[src/rtl/pcc_pkg.sv]
package pcc_pkg;

  localparam int PH_W    = 3;
  localparam int BIT_MSG = 2;
  localparam int BIT_CD  = 1;
  localparam int BIT_IO  = 0;

  localparam logic [PH_W-1:0] PH_FREE = '0;

  typedef enum logic [1:0] {
    ST_IDLE     = 2'd0,
    ST_WAIT_ACK = 2'd1,
    ST_SETTLE   = 2'd2
  } seq_state_t;

  // ceiling of a time span (ns) expressed in cycles of a clock given in kHz
  function automatic int ns_to_cycles(input int clk_khz, input int span_ns);
    longint prod;
    prod = longint'(clk_khz) * longint'(span_ns);
    return int'((prod + 64'd999_999) / 64'd1_000_000);
  endfunction

  // ceiling of a time span (us) expressed in cycles of a clock given in kHz
  function automatic int us_to_cycles(input int clk_khz, input int span_us);
    longint prod;
    prod = longint'(clk_khz) * longint'(span_us);
    return int'((prod + 64'd999) / 64'd1_000);
  endfunction

endpackage

[src/rtl/pcc_ack_sync.sv]
module pcc_ack_sync #(
  parameter int STAGES = 2
) (
  input  logic clk,
  input  logic rst,
  input  logic ack_async,
  output logic ack_seen
);

  logic [STAGES-1:0] chain_q;

  generate
    if (STAGES == 1) begin : g_single
      always_ff @(posedge clk) begin
        if (rst) chain_q <= 1'b1;
        else     chain_q <= ack_async;
      end
    end else begin : g_multi
      // resets to "asserted": no phase move until the pin is really sampled
      always_ff @(posedge clk) begin
        if (rst) chain_q <= '1;
        else     chain_q <= {chain_q[STAGES-2:0], ack_async};
      end
    end
  endgenerate

  assign ack_seen = chain_q[STAGES-1];

endmodule

[src/rtl/pcc_settle_timer.sv]
module pcc_settle_timer #(
  parameter int CNT_W = 8
) (
  input  logic             clk,
  input  logic             rst,
  input  logic             load,
  input  logic [CNT_W-1:0] load_val,
  output logic             expired
);

  logic [CNT_W-1:0] cnt_q;

  always_ff @(posedge clk) begin
    if (rst)               cnt_q <= '0;
    else if (load)         cnt_q <= load_val;
    else if (cnt_q != '0)  cnt_q <= cnt_q - 1'b1;
  end

  assign expired = (cnt_q == '0);

endmodule

[src/rtl/pcc_seq.sv]
module pcc_seq
  import pcc_pkg::*;
#(
  parameter int SHORT_CYC = 40,
  parameter int LONG_CYC  = 5040,
  parameter int CNT_W     = 13
) (
  input  logic             clk,
  input  logic             rst,
  input  logic             req_valid,
  input  logic             req_free,
  input  logic [PH_W-1:0]  req_code,
  input  logic             legacy_mode,
  input  logic             ack_seen,
  input  logic             timer_expired,
  output logic             timer_load,
  output logic [CNT_W-1:0] timer_val,
  output logic [PH_W-1:0]  phase_q,
  output logic             busy_q
);

  localparam logic [CNT_W-1:0] SHORT_LOAD = CNT_W'(SHORT_CYC - 1);
  localparam logic [CNT_W-1:0] LONG_LOAD  = CNT_W'(LONG_CYC - 1);

  seq_state_t      st_q, st_n;
  logic [PH_W-1:0] tgt_q, tgt_n;
  logic [PH_W-1:0] ph_n;
  logic            leg_q, leg_n;

  always_comb begin
    st_n       = st_q;
    tgt_n      = tgt_q;
    leg_n      = leg_q;
    ph_n       = phase_q;
    timer_load = 1'b0;
    unique case (st_q)
      ST_IDLE: begin
        if (req_valid) begin
          tgt_n = req_free ? PH_FREE : req_code;
          leg_n = legacy_mode;
          st_n  = ST_WAIT_ACK;
        end
      end
      ST_WAIT_ACK: begin
        if (!ack_seen) begin
          if (tgt_q != phase_q) begin
            ph_n       = tgt_q;
            timer_load = 1'b1;
            st_n       = ST_SETTLE;
          end else begin
            st_n = ST_IDLE;
          end
        end
      end
      ST_SETTLE: begin
        if (timer_expired) st_n = ST_IDLE;
      end
      default: st_n = ST_IDLE;
    endcase
  end

  assign timer_val = leg_q ? LONG_LOAD : SHORT_LOAD;

  always_ff @(posedge clk) begin
    if (rst) begin
      st_q    <= ST_IDLE;
      tgt_q   <= PH_FREE;
      leg_q   <= 1'b0;
      phase_q <= PH_FREE;
      busy_q  <= 1'b0;
    end else begin
      st_q    <= st_n;
      tgt_q   <= tgt_n;
      leg_q   <= leg_n;
      phase_q <= ph_n;
      busy_q  <= (st_n != ST_IDLE);
    end
  end

endmodule

[src/rtl/pcc_phase_ctrl.sv]
module pcc_phase_ctrl
  import pcc_pkg::*;
#(
  parameter int CLK_HZ      = 50_000_000,
  parameter int SETTLE_NS   = 800,
  parameter int LEGACY_US   = 100,
  parameter int SYNC_STAGES = 2
) (
  input  logic       clk,
  input  logic       rst,
  input  logic       req_valid,
  input  logic       req_free,
  input  logic [2:0] req_phase,
  input  logic       legacy_mode,
  input  logic       ack_in,
  output logic       phase_msg,
  output logic       phase_cd,
  output logic       phase_io,
  output logic       busy
);

  localparam int CLK_KHZ    = CLK_HZ / 1000;
  localparam int SETTLE_CYC = (ns_to_cycles(CLK_KHZ, SETTLE_NS) < 1) ? 1
                              : ns_to_cycles(CLK_KHZ, SETTLE_NS);
  localparam int EXTRA_CYC  = us_to_cycles(CLK_KHZ, LEGACY_US);
  localparam int LONG_CYC   = SETTLE_CYC + EXTRA_CYC;
  localparam int CNT_W      = $clog2(LONG_CYC + 1);

  logic             ack_seen;
  logic             tmr_load;
  logic [CNT_W-1:0] tmr_val;
  logic             tmr_expired;
  logic [PH_W-1:0]  phase_q;
  logic             busy_q;

  pcc_ack_sync #(
    .STAGES(SYNC_STAGES)
  ) u_ack_sync (
    .clk      (clk),
    .rst      (rst),
    .ack_async(ack_in),
    .ack_seen (ack_seen)
  );

  pcc_settle_timer #(
    .CNT_W(CNT_W)
  ) u_timer (
    .clk     (clk),
    .rst     (rst),
    .load    (tmr_load),
    .load_val(tmr_val),
    .expired (tmr_expired)
  );

  pcc_seq #(
    .SHORT_CYC(SETTLE_CYC),
    .LONG_CYC (LONG_CYC),
    .CNT_W    (CNT_W)
  ) u_seq (
    .clk          (clk),
    .rst          (rst),
    .req_valid    (req_valid),
    .req_free     (req_free),
    .req_code     (req_phase),
    .legacy_mode  (legacy_mode),
    .ack_seen     (ack_seen),
    .timer_expired(tmr_expired),
    .timer_load   (tmr_load),
    .timer_val    (tmr_val),
    .phase_q      (phase_q),
    .busy_q       (busy_q)
  );

  assign phase_msg = phase_q[BIT_MSG];
  assign phase_cd  = phase_q[BIT_CD];
  assign phase_io  = phase_q[BIT_IO];
  assign busy      = busy_q;

endmodule

[config.mk]
export PLATFORM = sky130hd
export DESIGN_NAME = pcc_phase_ctrl
export DESIGN_NICKNAME = d
export VERILOG_FILES = /design/src/rtl/pcc_pkg.sv /design/src/rtl/pcc_ack_sync.sv /design/src/rtl/pcc_settle_timer.sv /design/src/rtl/pcc_seq.sv /design/src/rtl/pcc_phase_ctrl.sv
export SDC_FILE = /design/constraint.sdc
export NUM_CORES = 1
export LEC_CHECK = 0
export BUFFER_PORTS_ARGS = -buffer_cell sky130_fd_sc_hd__buf_2
export CAP_MARGIN = 40
export CELL_PAD_IN_SITES_DETAIL_PLACEMENT = 2
export CELL_PAD_IN_SITES_GLOBAL_PLACEMENT = 2
export CORE_MARGIN = 2
export CORE_UTILIZATION = 37
export CTS_BUF_LIST = sky130_fd_sc_hd__clkbuf_16
export DETAILED_ROUTE_END_ITERATION = 8
export GPL_TIMING_DRIVEN = 0
export PLACE_DENSITY_LB_ADDON = 0.12
export REMOVE_ABC_BUFFERS = 1
export SYNTH_ARGS = -nofsm -noshare
export SYNTH_HDL_FRONTEND = slang
export SYNTH_SLANG_ARGS = --single-unit
[constraint.sdc]
create_clock -name clk -period 3.2 [get_ports clk]
set_clock_uncertainty 0.1 [all_clocks]
set_input_delay 0.32 -clock clk [delete_from_list [all_inputs] [get_ports clk]]
set_output_delay 0.32 -clock clk [all_outputs]
set_load 0.02 [all_outputs]
==> metrics.md <==
| Metric | Value |
|---|---|
| Clock Path Buffers | 2 |
| Syn_area_per_cell | 9.32 sq um |
| Fmax | 462 MHz |
| Layer with the highest usage | met2 |
| Io pins | 13 |
| Post-synthesis mux area share | 4.44% |
| Seq cells post-synth | 25 |
| Worst path cell trace | inv_1, ha_1, nor3b_1, nand4_1, mux2_2, a21oi_1 |
| Largest net degree at the start of global routing | 21 |
| Routing usage on met3 | 3.90% |
| Max incr delay on CP | 0.52 ns |
| Tot GR Track Use | 18.9% |
| Overflow left after global routing | 0 |
| Int Power | 0.734 mW |
| Setup CP Type | reg -> reg |
| FILL cells | 333 |
| Die Span X | 59.9 um |
| CP top delay family | simple AND/OR/NAND/NOR gates |
| RePlAce Congestion | 0.720 |
| Mapped Area | 1160 sq um |
| Routed Wire Length | 2950 um |
| Flop pwr share | 36.9% |
| PD cells | 859 nW/um^2 |
| Layout cells sized above 1 | 23.2% |
| Sequential share of the synthesized area | 43.3% |
| Synth unique cells | 38 |
| Chip height | 59.9 um |
| Vias per inst | 5.82 |
| Post-CTS Hold Fix Bufs | 0 |
| Place WS | 1.05 ns |
| Routing usage on met2 | 35.7% |
| Synth area leader | dfxtp_1 |
| Ys async rst share | 0% |
| Simple-gate share of the synthesized area | 27.3% |
| Core region area | 3000 sq um |
| CP Max Fanout | 5 |
| Mean routed wirelength per cell | 17.3 um |
| Hold Vio Cnt, Final | 0 |
| Routed Antenna Nets | 0 |
| Setup violations, final | 0 |
| Main combinational cell family by area after synthesis | simple AND/OR/NAND/NOR gates |
| CTS tree | built |
| Inserted Diodes | 0 |
| Final min period | 2.17 ns |
| HPWL Detailed | 2240 um |
| Post-route cell area | 1350 sq um |
| Initial cell density of the core | 38.5% |
| TritonCTS buffer count | 3 |
| Synth Instances | 124 |
| NumNets Final | 149 |
| First-pass GRT wire length | 5110 um |
| Area fraction of the dominant cell type after synthesis | 43.3% |
| Port Buffers | 12 |
| Synthesis Warnings | 0 |
| CP required | 3.29 ns |
| Final cycle utilization of the critical path | 67.7% |
| Synth Area in XOR/XNOR | 4.55% |
| RSZ-0062 raised after global routing | no |
| Pins Over Slew Limit | 0 |
| Initial drt markers | 15 |
| Worst vdd rail ir drop | 0.000333 V |
| H-tree depth | 1 |
| Clk sink count | 25 |
| Top FF cell, synth | dfxtp_1 |
| Die area | 3590 sq um |
| Area grow syn2layout | 16.3% |
| DR pass1 iterations | 4 |
| Hold WC Path Type | in -> reg |
| Buffers & Inverters on Critical Path | 1 |
| # rows | 20 |
| Area after DPL | 1260 sq um |
| LEAKAGE | 0.529 nW |
| Clk_lat worst skew | 0.26 ns |
| Adder-cell area share of the yosys netlist | 1.08% |
| Switch Pwr | 0.421 mW |
| Met1 global-route usage | 21.2% |
| Initial antenna violation count | 0 |
| Top post-synthesis cells by area | dfxtp_1 43%, a21oi_1 6.1%, mux2i_1 3.5% |
| CP Data Arrival Time | 2.26 ns |
| Combinational share of power | 38.3% |
| Sw Ratio | 36.5% |
| CTS Root Cell | clkbuf_16 |
| CP max stage cell | nor3b_1 |
| Post-CTS setup buffers | 0 |
| Final setup TNS | 0 ns |
| Worst setup margin | 1.03 ns |
| Dominant cell by count in the synthesized netlist | dfxtp_1 |
| Vias post-DR | 995 |
| Worst Setup Start Kind | flop |
| Worst-path clk slew | 0.07 ns |
| Clock power share | 24.8% |
| Vias in the first global route | 1096 |
| Synth Area in Compound Gates | 17.3% |
| # Max-Cap Violations | 0 |
| Post-synth top cells | 25 x dfxtp_1, 14 x a21oi_1, 8 x nand2_1, 8 x nor2_1, 5 x nand3b_1 |
| EDFF count, synth | 0 |
| Post_cts resized | 0 |
| Status | complete, no violations |
| Max_slew headroom | 54.3% |
| CP endpoint kind | flop |
| Drc violations | 0 |
| Worst-Margin Slew | 0.677 ns |
## registers in the layout, summed over array words and instances (netlist names)
name and flops:
u_ack_sync.chain_q 2, u_timer.cnt_q 13, u_seq.busy_q 1, u_seq.tgt_q 3
u_seq.leg_q 1, u_seq.phase_q 3, u_seq.st_q 2
## routing by layer
layer / share of wire (%) / vias to the layer above
met5: 0 / -
met4: 1.2 / 0
met3: 2.4 / 4
met2: 54 / 16
met1: 42 / 487
li1: - / 488
## placed cells by master (no fill, tap or decap), types with 2 or more instances in the layout
| cell | Yosys | layout |
|---|---|---|
| inv_1 | 3 | 3 |
| nor3b_1 | 2 | 2 |
| nor2_1 | 8 | 8 |
| a21oi_1 | 14 | 14 |
| o21ai_0 | 2 | 2 |
| a31oi_1 | 4 | 4 |
| or4_1 | 2 | 2 |
| nand2b_1 | 3 | 3 |
| nand2_1 | 8 | 8 |
| xnor2_1 | 2 | 2 |
| dfxtp_1 | 25 | 25 |
| xor2_1 | 4 | 4 |
| or2_2 | 3 | 3 |
| o211ai_1 | 2 | 2 |
| o311ai_0 | 2 | 2 |
| nor4_1 | 2 | 2 |
| nand4_1 | 2 | 2 |
| mux2i_1 | 4 | 4 |
| o31ai_1 | 3 | 2 |
| or4_4 | 2 | 2 |
| buf_2 | 1 | 12 |
| nand3b_1 | 5 | 5 |
| nand3_1 | 3 | 3 |
| or3_2 | 3 | 3 |
| clkbuf_16 | 0 | 3 |
| nor3_1 | 2 | 2 |
## area by class of cell
class	instances	area, sq um	share of cell area (%)
Multi-Input combinational cell	93	637	47.3
Sequential cell	25	500	37.2
Clock buffer	3	75.1	5.58
Timing Repair Buffer	13	71.3	5.30
Tap cell	33	41.3	3.07
Inverter	3	11.3	0.837
Clock inverter	1	8.76	0.651
## power groups by stage
stage	clock network (mW)	logic (mW)	registers [mW]
final	0.286	0.443	0.426
after global routing	0.313	0.497	0.436
after CTS	0.295	0.451	0.425
after detailed placement	0	0.440	0.432
after global placement	0	0.420	0.424
after floorplan	0	0.347	0.415
## cells by family (layout without fill, tap and decap cells)
family	count (synthesis)	after routing
adder cells (fa/ha/maj)	1	1
multiplexers	5	5
AO/OA/AOI/OAI	31	31
flip-flops	25	25
XOR/XNOR	6	6
buffers and inverters	6	20
AND/OR/NAND/NOR	50	50
## worst paths after layout
path	startpoint	to	slack (ns)	cells after the start
hold reg to reg	u_ack_sync.chain_q[0]	u_ack_sync.chain_q[1]	0.31	1
setup reg to reg	u_timer.cnt_q[0]	u_timer.cnt_q[1]	1.03	6
setup / recovery	u_timer.cnt_q[0]	u_timer.cnt_q[1]	1.03	6
hold / removal	ack_in	u_ack_sync.chain_q[0]	0.15	2
## through the flow
| step | power, mW | cells | hold WS, ns | utilization [%] |
|---|---|---|---|---|
| floorplan | 0.762 | 121 | 0.282 | - |
| global placement | 0.844 | 166 | 0.296 | 41.5 |
| detailed placement | 0.873 | 167 | 0.299 | 42.0 |
| CTS | 1.17 | 171 | 0.145 | 44.8 |
| global route | 1.25 | 171 | 0.145 | 44.8 |
| finish | 1.15 | 171 | 0.145 | 44.8 |
Note: power is estimated with default switching activity, not from simulation.
